## config.mk

```make
export PLATFORM = sky130hd
export DESIGN_NAME = cmd_pkt_framer
export DESIGN_NICKNAME = d
export VERILOG_FILES = /design/src/rtl/fw_pkg.sv /design/src/rtl/fw_len_decode.sv /design/src/rtl/fw_pkt_store.sv /design/src/rtl/fw_shadow.sv /design/src/rtl/cmd_pkt_framer.sv
export SDC_FILE = /design/constraint.sdc
export NUM_CORES = 1
export LEC_CHECK = 0
export ABC_AREA = 1
export BUFFER_PORTS_ARGS = -buffer_cell sky130_fd_sc_hd__buf_2
export CAP_MARGIN = 15
export CORE_AREA = 2 2 231 256
export DETAILED_ROUTE_END_ITERATION = 8
export DIE_AREA = 0 0 233 258
export GPL_TIMING_DRIVEN = 0
export PLACE_DENSITY = 0.78
export SLEW_MARGIN = 20
export SYNTH_ARGS = -nofsm -noshare
export SYNTH_HDL_FRONTEND = slang
export SYNTH_HIERARCHICAL = 1
export SYNTH_SLANG_ARGS = --single-unit
```

## constraint.sdc

```tcl
create_clock -name clk -period 12.7 [get_ports clk]
set_input_delay 1.905 -clock clk [delete_from_list [all_inputs] [get_ports clk]]
set_output_delay 1.905 -clock clk [all_outputs]
set_load 0.01 [all_outputs]
```

## src/rtl/fw_pkg.sv

```systemverilog
// fw_pkg: shared constants, types and the opcode length table of the
// command packet framer. Assumes 8-bit opcodes in the top byte of a word.
package fw_pkg;

    localparam int OP_W       = 8;
    localparam int TBL_W      = 4;
    localparam int TEX_BITS   = 9;
    localparam int STATUS_W   = 13;
    localparam int TEX_SLOT   = 1;
    localparam int MODE_SLOT  = 6;
    localparam int TEX_WORD_A = 4;
    localparam int TEX_WORD_B = 5;

    typedef enum logic [0:0] {
        ST_GATHER = 1'b0,
        ST_SEND   = 1'b1
    } fr_state_t;

    // Number of parameter words that follow the opcode word.
    function automatic logic [TBL_W-1:0] param_words(input logic [OP_W-1:0] op);
        logic [TBL_W-1:0] n;
        n = '0;
        if (op == 8'h02) begin
            n = 4'd2;
        end else if (op >= 8'h20 && op <= 8'h3F) begin
            case (op[4:2])
                3'd0: n = 4'd3;
                3'd1: n = 4'd6;
                3'd2: n = 4'd4;
                3'd3: n = 4'd8;
                3'd4: n = 4'd5;
                3'd5: n = 4'd8;
                3'd6: n = 4'd7;
                default: n = 4'd11;
            endcase
        end else if (op >= 8'h40 && op <= 8'h5F) begin
            if (op < 8'h48)      n = 4'd2;
            else if (op < 8'h58) n = 4'd3;
            else                 n = 4'd4;
        end else if (op >= 8'h60 && op <= 8'h7F) begin
            case (op[4:2])
                3'd0: n = 4'd2;
                3'd1: n = 4'd3;
                3'd2: n = 4'd1;
                3'd3: n = 4'd0;
                3'd4: n = 4'd1;
                3'd5: n = 4'd2;
                3'd6: n = 4'd1;
                default: n = 4'd2;
            endcase
        end else if (op == 8'h80) begin
            n = 4'd3;
        end else if (op == 8'hA0 || op == 8'hC0) begin
            n = 4'd2;
        end
        return n;
    endfunction

endpackage

```

## src/rtl/fw_len_decode.sv

```systemverilog
// fw_len_decode: purely combinational opcode classifier. Gives the total
// packet length and the side-effect class of an opcode.
// Assumes CNT_W is wide enough to hold the longest packet (12 words).
module fw_len_decode
    import fw_pkg::*;
#(
    parameter int CNT_W = 4
) (
    input  logic [OP_W-1:0]  op,
    output logic [CNT_W-1:0] pkt_len,
    output logic             is_xfer,
    output logic             is_read,
    output logic             marks_dirty,
    output logic             is_state_op,
    output logic             tex_hit,
    output logic [CNT_W-1:0] tex_idx
);

    // Classify the opcode and compute the packet length.
    always_comb begin
        pkt_len     = CNT_W'(param_words(op)) + CNT_W'(1);
        is_xfer     = (op == 8'hA0) || (op == 8'hC0);
        is_read     = (op == 8'hC0);
        marks_dirty = (op >= 8'h02) && (op < 8'hC0);
        is_state_op = (op[7:3] == 5'b11100);
        tex_hit     = ((op & 8'hF4) == 8'h24) || ((op & 8'hF4) == 8'h34);
        tex_idx     = ((op & 8'hF4) == 8'h34) ? CNT_W'(TEX_WORD_B) : CNT_W'(TEX_WORD_A);
    end

endmodule

```

## src/rtl/fw_pkt_store.sv

```systemverilog
// fw_pkt_store: word store for one packet with one write port and two
// asynchronous read ports (emission and side-effect snoop).
// Assumes indices stay below DEPTH.
module fw_pkt_store #(
    parameter int DEPTH = 12,
    parameter int W     = 32,
    parameter int IW    = 4
) (
    input  logic          clk,
    input  logic          rst_n,
    input  logic          wr_en,
    input  logic [IW-1:0] wr_idx,
    input  logic [W-1:0]  wr_data,
    input  logic [IW-1:0] rd_a_idx,
    output logic [W-1:0]  rd_a_data,
    input  logic [IW-1:0] rd_b_idx,
    output logic [W-1:0]  rd_b_data
);

    logic [W-1:0] mem [DEPTH];

    for (genvar i = 0; i < DEPTH; i++) begin : g_entry
        // Hold one packet word; written when its index is addressed.
        always_ff @(posedge clk) begin
            if (!rst_n)
                mem[i] <= '0;
            else if (wr_en && wr_idx == IW'(i))
                mem[i] <= wr_data;
        end
    end

    // Two independent read ports, zero when out of range.
    always_comb begin
        rd_a_data = '0;
        rd_b_data = '0;
        for (int k = 0; k < DEPTH; k++) begin
            if (rd_a_idx == IW'(k)) rd_a_data = mem[k];
            if (rd_b_idx == IW'(k)) rd_b_data = mem[k];
        end
    end

endmodule

```

## src/rtl/fw_shadow.sv

```systemverilog
// fw_shadow: bank of drawing-state shadow registers plus the status field
// derived from them. Assumes N > MODE_SLOT and W >= 32.
module fw_shadow
    import fw_pkg::*;
#(
    parameter int N  = 8,
    parameter int W  = 32,
    parameter int SW = 3
) (
    input  logic                clk,
    input  logic                rst_n,
    input  logic                wr_en,
    input  logic [SW-1:0]       wr_sel,
    input  logic [W-1:0]        wr_word,
    input  logic                tex_en,
    input  logic [W-1:0]        tex_word,
    output logic [N*W-1:0]      shadow_flat,
    output logic [STATUS_W-1:0] status_low
);

    logic [W-1:0] regs [N];

    for (genvar i = 0; i < N; i++) begin : g_reg
        // Shadow register i: whole-word load, or texture-field merge in slot 1.
        always_ff @(posedge clk) begin
            if (!rst_n)
                regs[i] <= W'((32'hE0 + i) << 24);
            else if (wr_en && wr_sel == SW'(i))
                regs[i] <= wr_word;
            else if (i == TEX_SLOT && tex_en)
                regs[i] <= {regs[i][W-1:TEX_BITS], tex_word[TEX_BITS-1:0]};
        end
        assign shadow_flat[i*W +: W] = regs[i];
    end

    // Status field: mode bits of slot 6 above the low bits of slot 1.
    assign status_low = {regs[MODE_SLOT][1:0], regs[TEX_SLOT][10:0]};

endmodule

```

## src/rtl/cmd_pkt_framer.sv

```systemverilog
// cmd_pkt_framer: frames a command word stream into packets by opcode,
// emits complete packets to a rasterizer, snoops side effects into the
// shadow bank and hands image transfers to a transfer engine.
// Assumes the transfer engine drops xfer_wr_active only at word boundaries.
module cmd_pkt_framer
    import fw_pkg::*;
#(
    parameter int WORD_W   = 32,
    parameter int MAX_PKT  = 12,
    parameter int SHADOW_N = 8
) (
    input  logic                   clk,
    input  logic                   rst_n,
    input  logic                   soft_clr,
    input  logic [WORD_W-1:0]      in_data,
    input  logic                   in_valid,
    output logic                   in_ready,
    output logic [WORD_W-1:0]      rast_data,
    output logic                   rast_valid,
    output logic                   rast_sop,
    output logic                   rast_eop,
    input  logic                   rast_ready,
    input  logic                   xfer_wr_active,
    output logic [WORD_W-1:0]      xfer_data,
    output logic                   xfer_valid,
    input  logic                   xfer_ready,
    output logic                   xfer_start,
    output logic                   xfer_is_read,
    output logic [WORD_W-1:0]      xfer_pos,
    output logic [WORD_W-1:0]      xfer_size,
    output logic [SHADOW_N*WORD_W-1:0] shadow_flat,
    output logic [STATUS_W-1:0]    status_low,
    output logic                   fb_dirty_pulse
);

    localparam int CNT_W = $clog2(MAX_PKT + 1);
    localparam int SEL_W = $clog2(SHADOW_N);

    fr_state_t        state_q;
    logic [CNT_W-1:0] fill_cnt;
    logic [CNT_W-1:0] send_idx;
    logic [CNT_W-1:0] len_q;
    logic [OP_W-1:0]  op_q;

    logic [OP_W-1:0]  cur_op;
    logic [CNT_W-1:0] cur_len;
    logic             d_xfer, d_read, d_dirty, d_state, d_tex;
    logic [CNT_W-1:0] d_tex_idx;
    logic             at_boundary, route_xfer, accept, last_word;
    logic [WORD_W-1:0] snoop_word;

    // Opcode under decode: the live word at a boundary, else the held one.
    assign cur_op = (fill_cnt == '0) ? in_data[WORD_W-1 -: OP_W] : op_q;

    fw_len_decode #(.CNT_W(CNT_W)) u_dec (
        .op          (cur_op),
        .pkt_len     (cur_len),
        .is_xfer     (d_xfer),
        .is_read     (d_read),
        .marks_dirty (d_dirty),
        .is_state_op (d_state),
        .tex_hit     (d_tex),
        .tex_idx     (d_tex_idx)
    );

    // Handshake steering: boundary routing, emission blocking, soft clear.
    always_comb begin
        at_boundary = (state_q == ST_GATHER) && (fill_cnt == '0);
        route_xfer  = at_boundary && xfer_wr_active;
        if (soft_clr || state_q == ST_SEND)
            in_ready = 1'b0;
        else if (route_xfer)
            in_ready = xfer_ready;
        else
            in_ready = 1'b1;
        accept     = in_valid && in_ready && !route_xfer;
        last_word  = accept && (fill_cnt == cur_len - CNT_W'(1));
        xfer_valid = route_xfer && in_valid && !soft_clr;
        xfer_data  = in_data;
    end

    fw_pkt_store #(.DEPTH(MAX_PKT), .W(WORD_W), .IW(CNT_W)) u_store (
        .clk       (clk),
        .rst_n     (rst_n),
        .wr_en     (accept),
        .wr_idx    (fill_cnt),
        .wr_data   (in_data),
        .rd_a_idx  (send_idx),
        .rd_a_data (rast_data),
        .rd_b_idx  (d_tex_idx),
        .rd_b_data (snoop_word)
    );

    fw_shadow #(.N(SHADOW_N), .W(WORD_W), .SW(SEL_W)) u_shadow (
        .clk         (clk),
        .rst_n       (rst_n),
        .wr_en       (last_word && d_state),
        .wr_sel      (cur_op[SEL_W-1:0]),
        .wr_word     (in_data),
        .tex_en      (last_word && d_tex),
        .tex_word    (snoop_word),
        .shadow_flat (shadow_flat),
        .status_low  (status_low)
    );

    // Collection counter and held opcode; soft clear drops partial packets.
    always_ff @(posedge clk) begin
        if (!rst_n) begin
            fill_cnt <= '0;
            op_q     <= '0;
        end else if (soft_clr && state_q == ST_GATHER) begin
            fill_cnt <= '0;
        end else if (last_word) begin
            fill_cnt <= '0;
        end else if (accept) begin
            fill_cnt <= fill_cnt + CNT_W'(1);
            if (fill_cnt == '0) op_q <= in_data[WORD_W-1 -: OP_W];
        end
    end

    // Packet completion: start emission or launch a transfer, pulse dirty.
    always_ff @(posedge clk) begin
        if (!rst_n) begin
            state_q        <= ST_GATHER;
            send_idx       <= '0;
            len_q          <= '0;
            xfer_start     <= 1'b0;
            xfer_is_read   <= 1'b0;
            xfer_pos       <= '0;
            xfer_size      <= '0;
            fb_dirty_pulse <= 1'b0;
        end else begin
            xfer_start     <= 1'b0;
            fb_dirty_pulse <= last_word && d_dirty;
            if (accept && fill_cnt == CNT_W'(1))
                xfer_pos <= in_data;
            if (state_q == ST_GATHER) begin
                if (last_word && d_xfer) begin
                    xfer_start   <= 1'b1;
                    xfer_is_read <= d_read;
                    xfer_size    <= in_data;
                end else if (last_word) begin
                    state_q  <= ST_SEND;
                    send_idx <= '0;
                    len_q    <= cur_len;
                end
            end else if (rast_ready) begin
                if (rast_eop) state_q <= ST_GATHER;
                else          send_idx <= send_idx + CNT_W'(1);
            end
        end
    end

    // Emission markers from the emit index.
    always_comb begin
        rast_valid = (state_q == ST_SEND);
        rast_sop   = rast_valid && (send_idx == '0);
        rast_eop   = rast_valid && (send_idx == len_q - CNT_W'(1));
    end

endmodule

```

==> results of run 1 <==
-- critical path: stages --
cell,delay (ns)
buf_2,0.17
o21ai_0,0.30
inv_1,0.13
inv_1,0.17
ha_1,0.22
nand3_1,0.14
nor3_4,0.30
nor2_2,0.08
nand2_1,0.07
nand2_1,0.04
nand2_1,0.06
ha_1,0.27
inv_1,0.09
ha_1,0.23
nand2_1,0.07
nand2_1,0.05
nor2_1,0.09
nand3_1,0.13
nor2_4,0.35
nand2_2,0.20
buf_6,0.19
nor2_1,0.14
inv_1,0.07
nor2_2,0.19
nand2_1,0.18
buf_4,0.21
nand2_2,0.51
or2_2,0.36
-- per-stage QoR --
stage | utilization [%] | setup WS [ns]
after global placement | 60.93 | 2.643
after global routing | 65.54 | 5.539
after detailed placement | 61.63 | 5.460
final | 65.55 | 6.015
after floorplan | - | 5.424
after CTS | 65.54 | 6.071
-- registers in the layout, indices dropped and copies added, names as in the netlist, 4 cells and up --
signal	flops
u_store/mem	384
u_shadow/regs	256
xfer_pos	32
xfer_size	32
op_q	8
fill_cnt	4
len_q	4
send_idx	4
-- worst paths after layout --
kind         depth (start not counted)     startpoint                    to  slack [ns]
min                                  2  xfer_size[21]         xfer_size[21]        0.46
max                                 28    in_data[27]  u_shadow/regs[0][39]        6.01
min reg2reg                          2  xfer_size[21]         xfer_size[21]        0.46
max reg2reg                         34    fill_cnt[1]  u_shadow/regs[0][39]        6.03
-- placed cells by master, fill, tap and decap left out, types with 3 or more instances in the layout --
| master | n |
|---|---|
| nor2_4 | 6 |
| or2_0 | 5 |
| clkbuf_1 | 158 |
| nand4_1 | 97 |
| a21oi_1 | 83 |
| nand3_2 | 7 |
| xnor2_1 | 5 |
| nor2_2 | 15 |
| buf_6 | 14 |
| buf_16 | 9 |
| clkinvlp_4 | 3 |
| clkbuf_16 | 76 |
| inv_2 | 25 |
| nand2_2 | 22 |
| nand2_1 | 563 |
| o21ai_4 | 5 |
| nor2_1 | 805 |
| inv_1 | 269 |
| nand3_1 | 224 |
| clkinv_2 | 20 |
| inv_6 | 3 |
| or2_2 | 16 |
| conb_1 | 3 |
| o21ai_0 | 49 |
| nor3_4 | 4 |
| buf_1 | 6 |
| clkinv_1 | 10 |
| buf_2 | 497 |
| buf_12 | 3 |
| ha_1 | 10 |
| edfxtp_1 | 640 |
| nor3_1 | 37 |
| dfxtp_1 | 88 |
| o21ai_1 | 14 |
| bufinv_16 | 4 |
| buf_4 | 51 |
-- cell type report --
type                       instances  area share (%)
sequential                       728           55.35
multi-input combinational       1981           22.95
timing repair buffer             455           6.661
clock buffer                      92           5.176
buffer                           268           3.618
inverter                         296           2.938
tap                              760           2.509
clock inverter                    39          0.7988
antenna                            1        0.006602
-- routing by layer --
layer	routed length, um	track usage, %
met1	35080	39.43
met2	48210	55.18
met3	9115	5.024
met4	6349	18.74
met5	14	0
-- where the power goes --
group          total (uW)  internal (uW)  switching [uW]
registers            2690           2670            27.1
clock network        2070           1180             890
logic                 419            112             306
==> impl_results.md, run 1 <==
- Slew HR: 23.56%
- Routability cong.: 0.9226
- Worst VDD drop: 0.1092 mV
- Pin count of the biggest net entering global routing: 33
- Static leakage: 0.01610 uW
- Initial antenna violation count: 3
- Gate Count Post-Synth: 3272
- Crit path max fanout: 24
- Critical path launch point type: primary input
- Post-route minimum period: 6.685 ns
- Placed cell areas: 35640 um^2
- Register Area: 20980 um^2
- Data arrival, critical path: 6.97 ns
- Yosys Warn Count: 6
- Routed Antenna Nets: 0
- Initial core utilization: 55.45%
- Die height: 258 um
- Multi-input combinational cell area: 8698 um^2
- Die Wd: 233 um
- Share of cells above drive strength 1: 20.34%
- DRT Pass-1 Iters: 7
- GRT overflow: 0
- Nets: 3852
- Placed instance count: 4488
- Non-Filler Instances: 4620
- Port bufs: 443
- Vias in the first global route: 24010
- Wirelength per Cell: 21.38 um
- Clock Sinks: 728
- Setup_tns: 0 ns
- TritonCTS clock tree: done
- Clk_skew: 0.01859 ns
- Crit. End Element: register
- Critical path type: primary input to register
- Fillers: 4500
- DRC violations left: 0
- First-pass GRT wire length: 144900 um
- Clk_lat worst skew: 0.61 ns
- Root Driver: clkbuf_16
- Syn Area/Cell: 9.800 um^2
- # rows: 93
- Hold Crit Class: register to register
- Die Footprint: 60110 um^2
- Core area: 57830 um^2
- Mapped Area: 32070 um^2
- Period utilization: 52.64%
- Final wirelength: 98780 um
- Reg clk slew, reported paths: 0.06 ns
- Max Cap Viol: 0
- Fmax: 149.6 MHz
- # setup viols final: 0
- Area Growth Syn to Fin: 18.21%
- Final Hold Vio Count: 0
- Clk buf depth: 3
- Number of top-level pins: 444
- DRT iter0 DRCs: 2816
- Vias per std cell: 5.584
- Final Cell Area: 37910 um^2
- CP required: 12.99 ns
- Pwr Total: 5181 uW
- Post-CTS setup buffer count: 0
- PD cells: 136.7 nW/um^2
- Htree depth: 3
- GRT Total Usage: 32.48%
- CTS Buf Count: 73
- Slew Viols, Final: 0
- Hold Worst Slack: 0.4626 ns
- RSZ-0062 raised after global routing: no
- Gates resized, CTS repair: 0
- Status: finished clean
- Slew @ Worst Pin: 1.138 ns
- Total number of vias: 25800
- Post-CTS Hold Buffers: 0
- DP HPWL: 73610 um
No activity file was read; power rests on OpenSTA's default activity.
==> run 2, diff against run 1 <==
CORE_AREA = 2 2 246 272   (was 2 2 231 256)
DIE_AREA = 0 0 248 274   (was 0 0 233 258)
PLACE_DENSITY = 0.72   (was 0.78)
clock period = 5.5 ns   (was 12.7 ns; I/O delays follow)
==> run 2 against run 1 <==
Effect of this change: die area grew 13%; register-to-register slack worse by 5.7 ns; final area grew 1.3%; combinational power increased by 130%; worst hold slack got worse by 0.00087 ns; setup slack worse by 5.7 ns; via count shrank 1.1%; total power rose by 140%; wire length up 2.2%; final cell count increased by 2.5%; clock power rose by 140%; largest power group unchanged.
==> impl_results.md, run 2 (synthesis results as in run 1) <==
- Clk_lat worst skew: 0.62 ns (was 0.61 ns)
- DRC violations left: 0 (unchanged)
- Reg2reg end: u_shadow/regs[1][71] (was u_shadow/regs[0][39])
- CP required: 5.82 ns (was 12.99 ns)
- Final Hold Vio Count: 0 (unchanged)
- Data arrival, critical path: 5.48 ns (was 6.97 ns)
- TritonCTS clock tree: done (unchanged)
- CP Capture Point: u_shadow/regs[1][71] (was u_shadow/regs[0][39])
- DRT iter0 DRCs: 2613 (was 2816)
- Port bufs: 443 (unchanged)
- Die Footprint: 67950 um^2 (was 60110 um^2)
- Critical path type: register to register (was primary input to register)
- Hold Crit Class: register to register (unchanged)
- Fillers: 5489 (was 4500)
- DP HPWL: 74880 um (was 73610 um)
- Routability cong.: 0.9455 (was 0.9226)
- Slew Viols, Final: 0 (unchanged)
- Slew HR: 43.01% (was 23.56%)
- GRT Total Usage: 29.15% (was 32.48%)
- Slowest cell on the critical path: o21ai_4 (was nand2_2)
- Most flops, register: u_store/mem (unchanged)
- Final wirelength: 101000 um (was 98780 um)
- Reg clk slew, reported paths: 0.06 ns (about the same)
- RSZ-0062 raised after global routing: no (unchanged)
- Most frequent cells in the layout: nor2_1 (803), edfxtp_1 (640), nand2_1 (559) (was nor2_1 (805), edfxtp_1 (640), nand2_1 (563))
- Multi-input combinational cell area: 8837 um^2 (was 8698 um^2)
- # setup viols final: 0 (unchanged)
- Max FFs per register: 384 (unchanged)
- Vias per std cell: 5.387 (was 5.584)
- Number of top-level pins: 444 (unchanged)
- Pin count of the biggest net entering global routing: 33 (unchanged)
- Die height: 274 um (was 258 um)
- Setup_tns: 0 ns (unchanged)
- Crit. End Element: register (unchanged)
- Wirelength per Cell: 21.32 um (was 21.38 um)
- Register Area: 20990 um^2 (was 20980 um^2)
- Crit path from: fill_cnt[1] (was in_data[27])
- HP Start: xfer_size[13] (was xfer_size[21])
- Worst r2r src: fill_cnt[1] (unchanged)
- Root Driver: clkbuf_16 (unchanged)
- First-pass GRT wire length: 146900 um (was 144900 um)
- Static leakage: 0.01626 uW (was 0.01610 uW)
- Post-route minimum period: 5.163 ns
- Htree depth: 3 (unchanged)
- Slew @ Worst Pin: 0.8519 ns (was 1.138 ns)
- Vias in the first global route: 23890 (was 24010)
- Clk_skew: 0.01962 ns (was 0.01859 ns)
- Initial core utilization: 48.94% (was 55.45%)
- PD cells: 317.1 nW/um^2 (was 136.7 nW/um^2)
- Total number of vias: 25520 (was 25800)
- Crit path max fanout: 17 (was 24)
- Routed Antenna Nets: 0 (unchanged)
- R2R Setup Slk: 0.34 ns (was 6.03 ns)
- Status: finished clean (unchanged)
- Max incr delay on CP: 0.58 ns (was 0.51 ns)
- CTS Buf Count: 75 (was 73)
- Core area: 65530 um^2 (was 57830 um^2)
- Hold Worst Slack: 0.4617 ns (was 0.4626 ns)
- Fmax: 193.7 MHz
- Critical path launch point type: register (was primary input)
- Clock Sinks: 728 (unchanged)
- # rows: 99 (was 93)
- Commonest non-fill, non-tap cell in the layout: nor2_1 (unchanged)
- Biggest regs: u_store/mem (384), u_shadow/regs (256) (unchanged)
- Share of cells above drive strength 1: 21.10% (was 20.34%)
- Initial antenna violation count: 5 (was 3)
- Most used cell, CP: nand2_1 (unchanged)
- Die Wd: 248 um (was 233 um)
- Worst VDD drop: 0.3585 mV (was 0.1092 mV)
- Max Cap Viol: 0 (unchanged)
- Area Growth Syn to Fin: 19.81% (was 18.21%)
- Reg2Reg Depth: 32 (was 34)
- DRT Pass-1 Iters: 6 (was 7)
- Nets: 3867 (was 3852)
- Post-layout util: 58.63% (was 65.55%)
- Period utilization: 93.88%
- Clk buf depth: 3 (unchanged)
- GRT overflow: 0 (unchanged)
[run 2: cell types whose count changed in the layout (fill, tap and decap cells not counted), sizes merged]
| cell | previous run | this run |
|---|---|---|
| buf | 580 | 589 |
| bufinv | 4 | 6 |
| clkbuf | 235 | 233 |
| clkinv | 30 | 36 |
| clkinvlp | 3 | 1 |
| diode | 1 | 2 |
| inv | 298 | 301 |
| nand2 | 585 | 586 |
| or2 | 23 | 24 |
[run 2: worst max-delay path, delay by kind of cell (launching register included)]
family	cells	cell delay (ns)
simple gates	16	1.61
buf+inv	11	1.31
fa+ha+maj	3	0.82
compound gates	2	0.68
flops	1	0.42
[run 2: area by class of cell]
type / instances / area share (%)
repair buffers: 466 / 6.905
clock inverters: 48 / 1.062
inverters: 296 / 2.912
plain buffers: 268 / 3.612
clock buffers: 88 / 5.068
multi-input cells: 1983 / 23.00
diodes: 2 / 0.01303
well taps: 858 / 2.794
flip-flops and latches: 728 / 54.63
[run 2: worst min-delay path by stage]
stage / end / cells past startpoint
global route: xfer_size[10] / 2
finish: xfer_size[13] / 2
detailed placement: xfer_size[5] / 2
CTS: rast_valid / 4
global placement: xfer_size[28] / 2
floorplan: xfer_size[22] / 2
[run 2: metal layers]
metal / global-route usage, % / vias to the layer above / wire length (um)
met1: 36.02 / 12080 / 37310
met4: 15.85 / 4 / 5577
met5: 0 / - / 20
met2: 49.03 / 1378 / 49490
li1: - / 11770 / -
met3: 4.551 / 283 / 8589
[run 2: stage by stage]
step | cell area (um^2) | cells | power, uW | setup slack [ns]
after floorplan | 32070 | 3273 | 6836 | -0.1710
after global placement | 35360 | 4574 | 7238 | -2.210
after detailed placement | 35790 | 4587 | 7276 | -1.222
after CTS | 38250 | 4727 | 12200 | 0.0006328
after global routing | 38410 | 4735 | 12530 | 0.04558
final | 38420 | 4737 | 12180 | 0.3368
[run 2: repair_timing]
| item | 4_1_cts | 5_1_grt |
|---|---|---|
| hold buffers | 0 | 0 |
| resized for setup | 19 | 34 |
| cloned | 1 | 1 |
| setup buffers | 3 | 7 |
| setup endpoints to repair | 512 | 503 |
| pin swaps | 1 | 12 |
[run 2: power by group]
part | switching (uW) | total, uW | internal [uW]
logic | 708 | 981 | 273
registers | 65.3 | 6220 | 6150
clock network | 2160 | 4980 | 2820
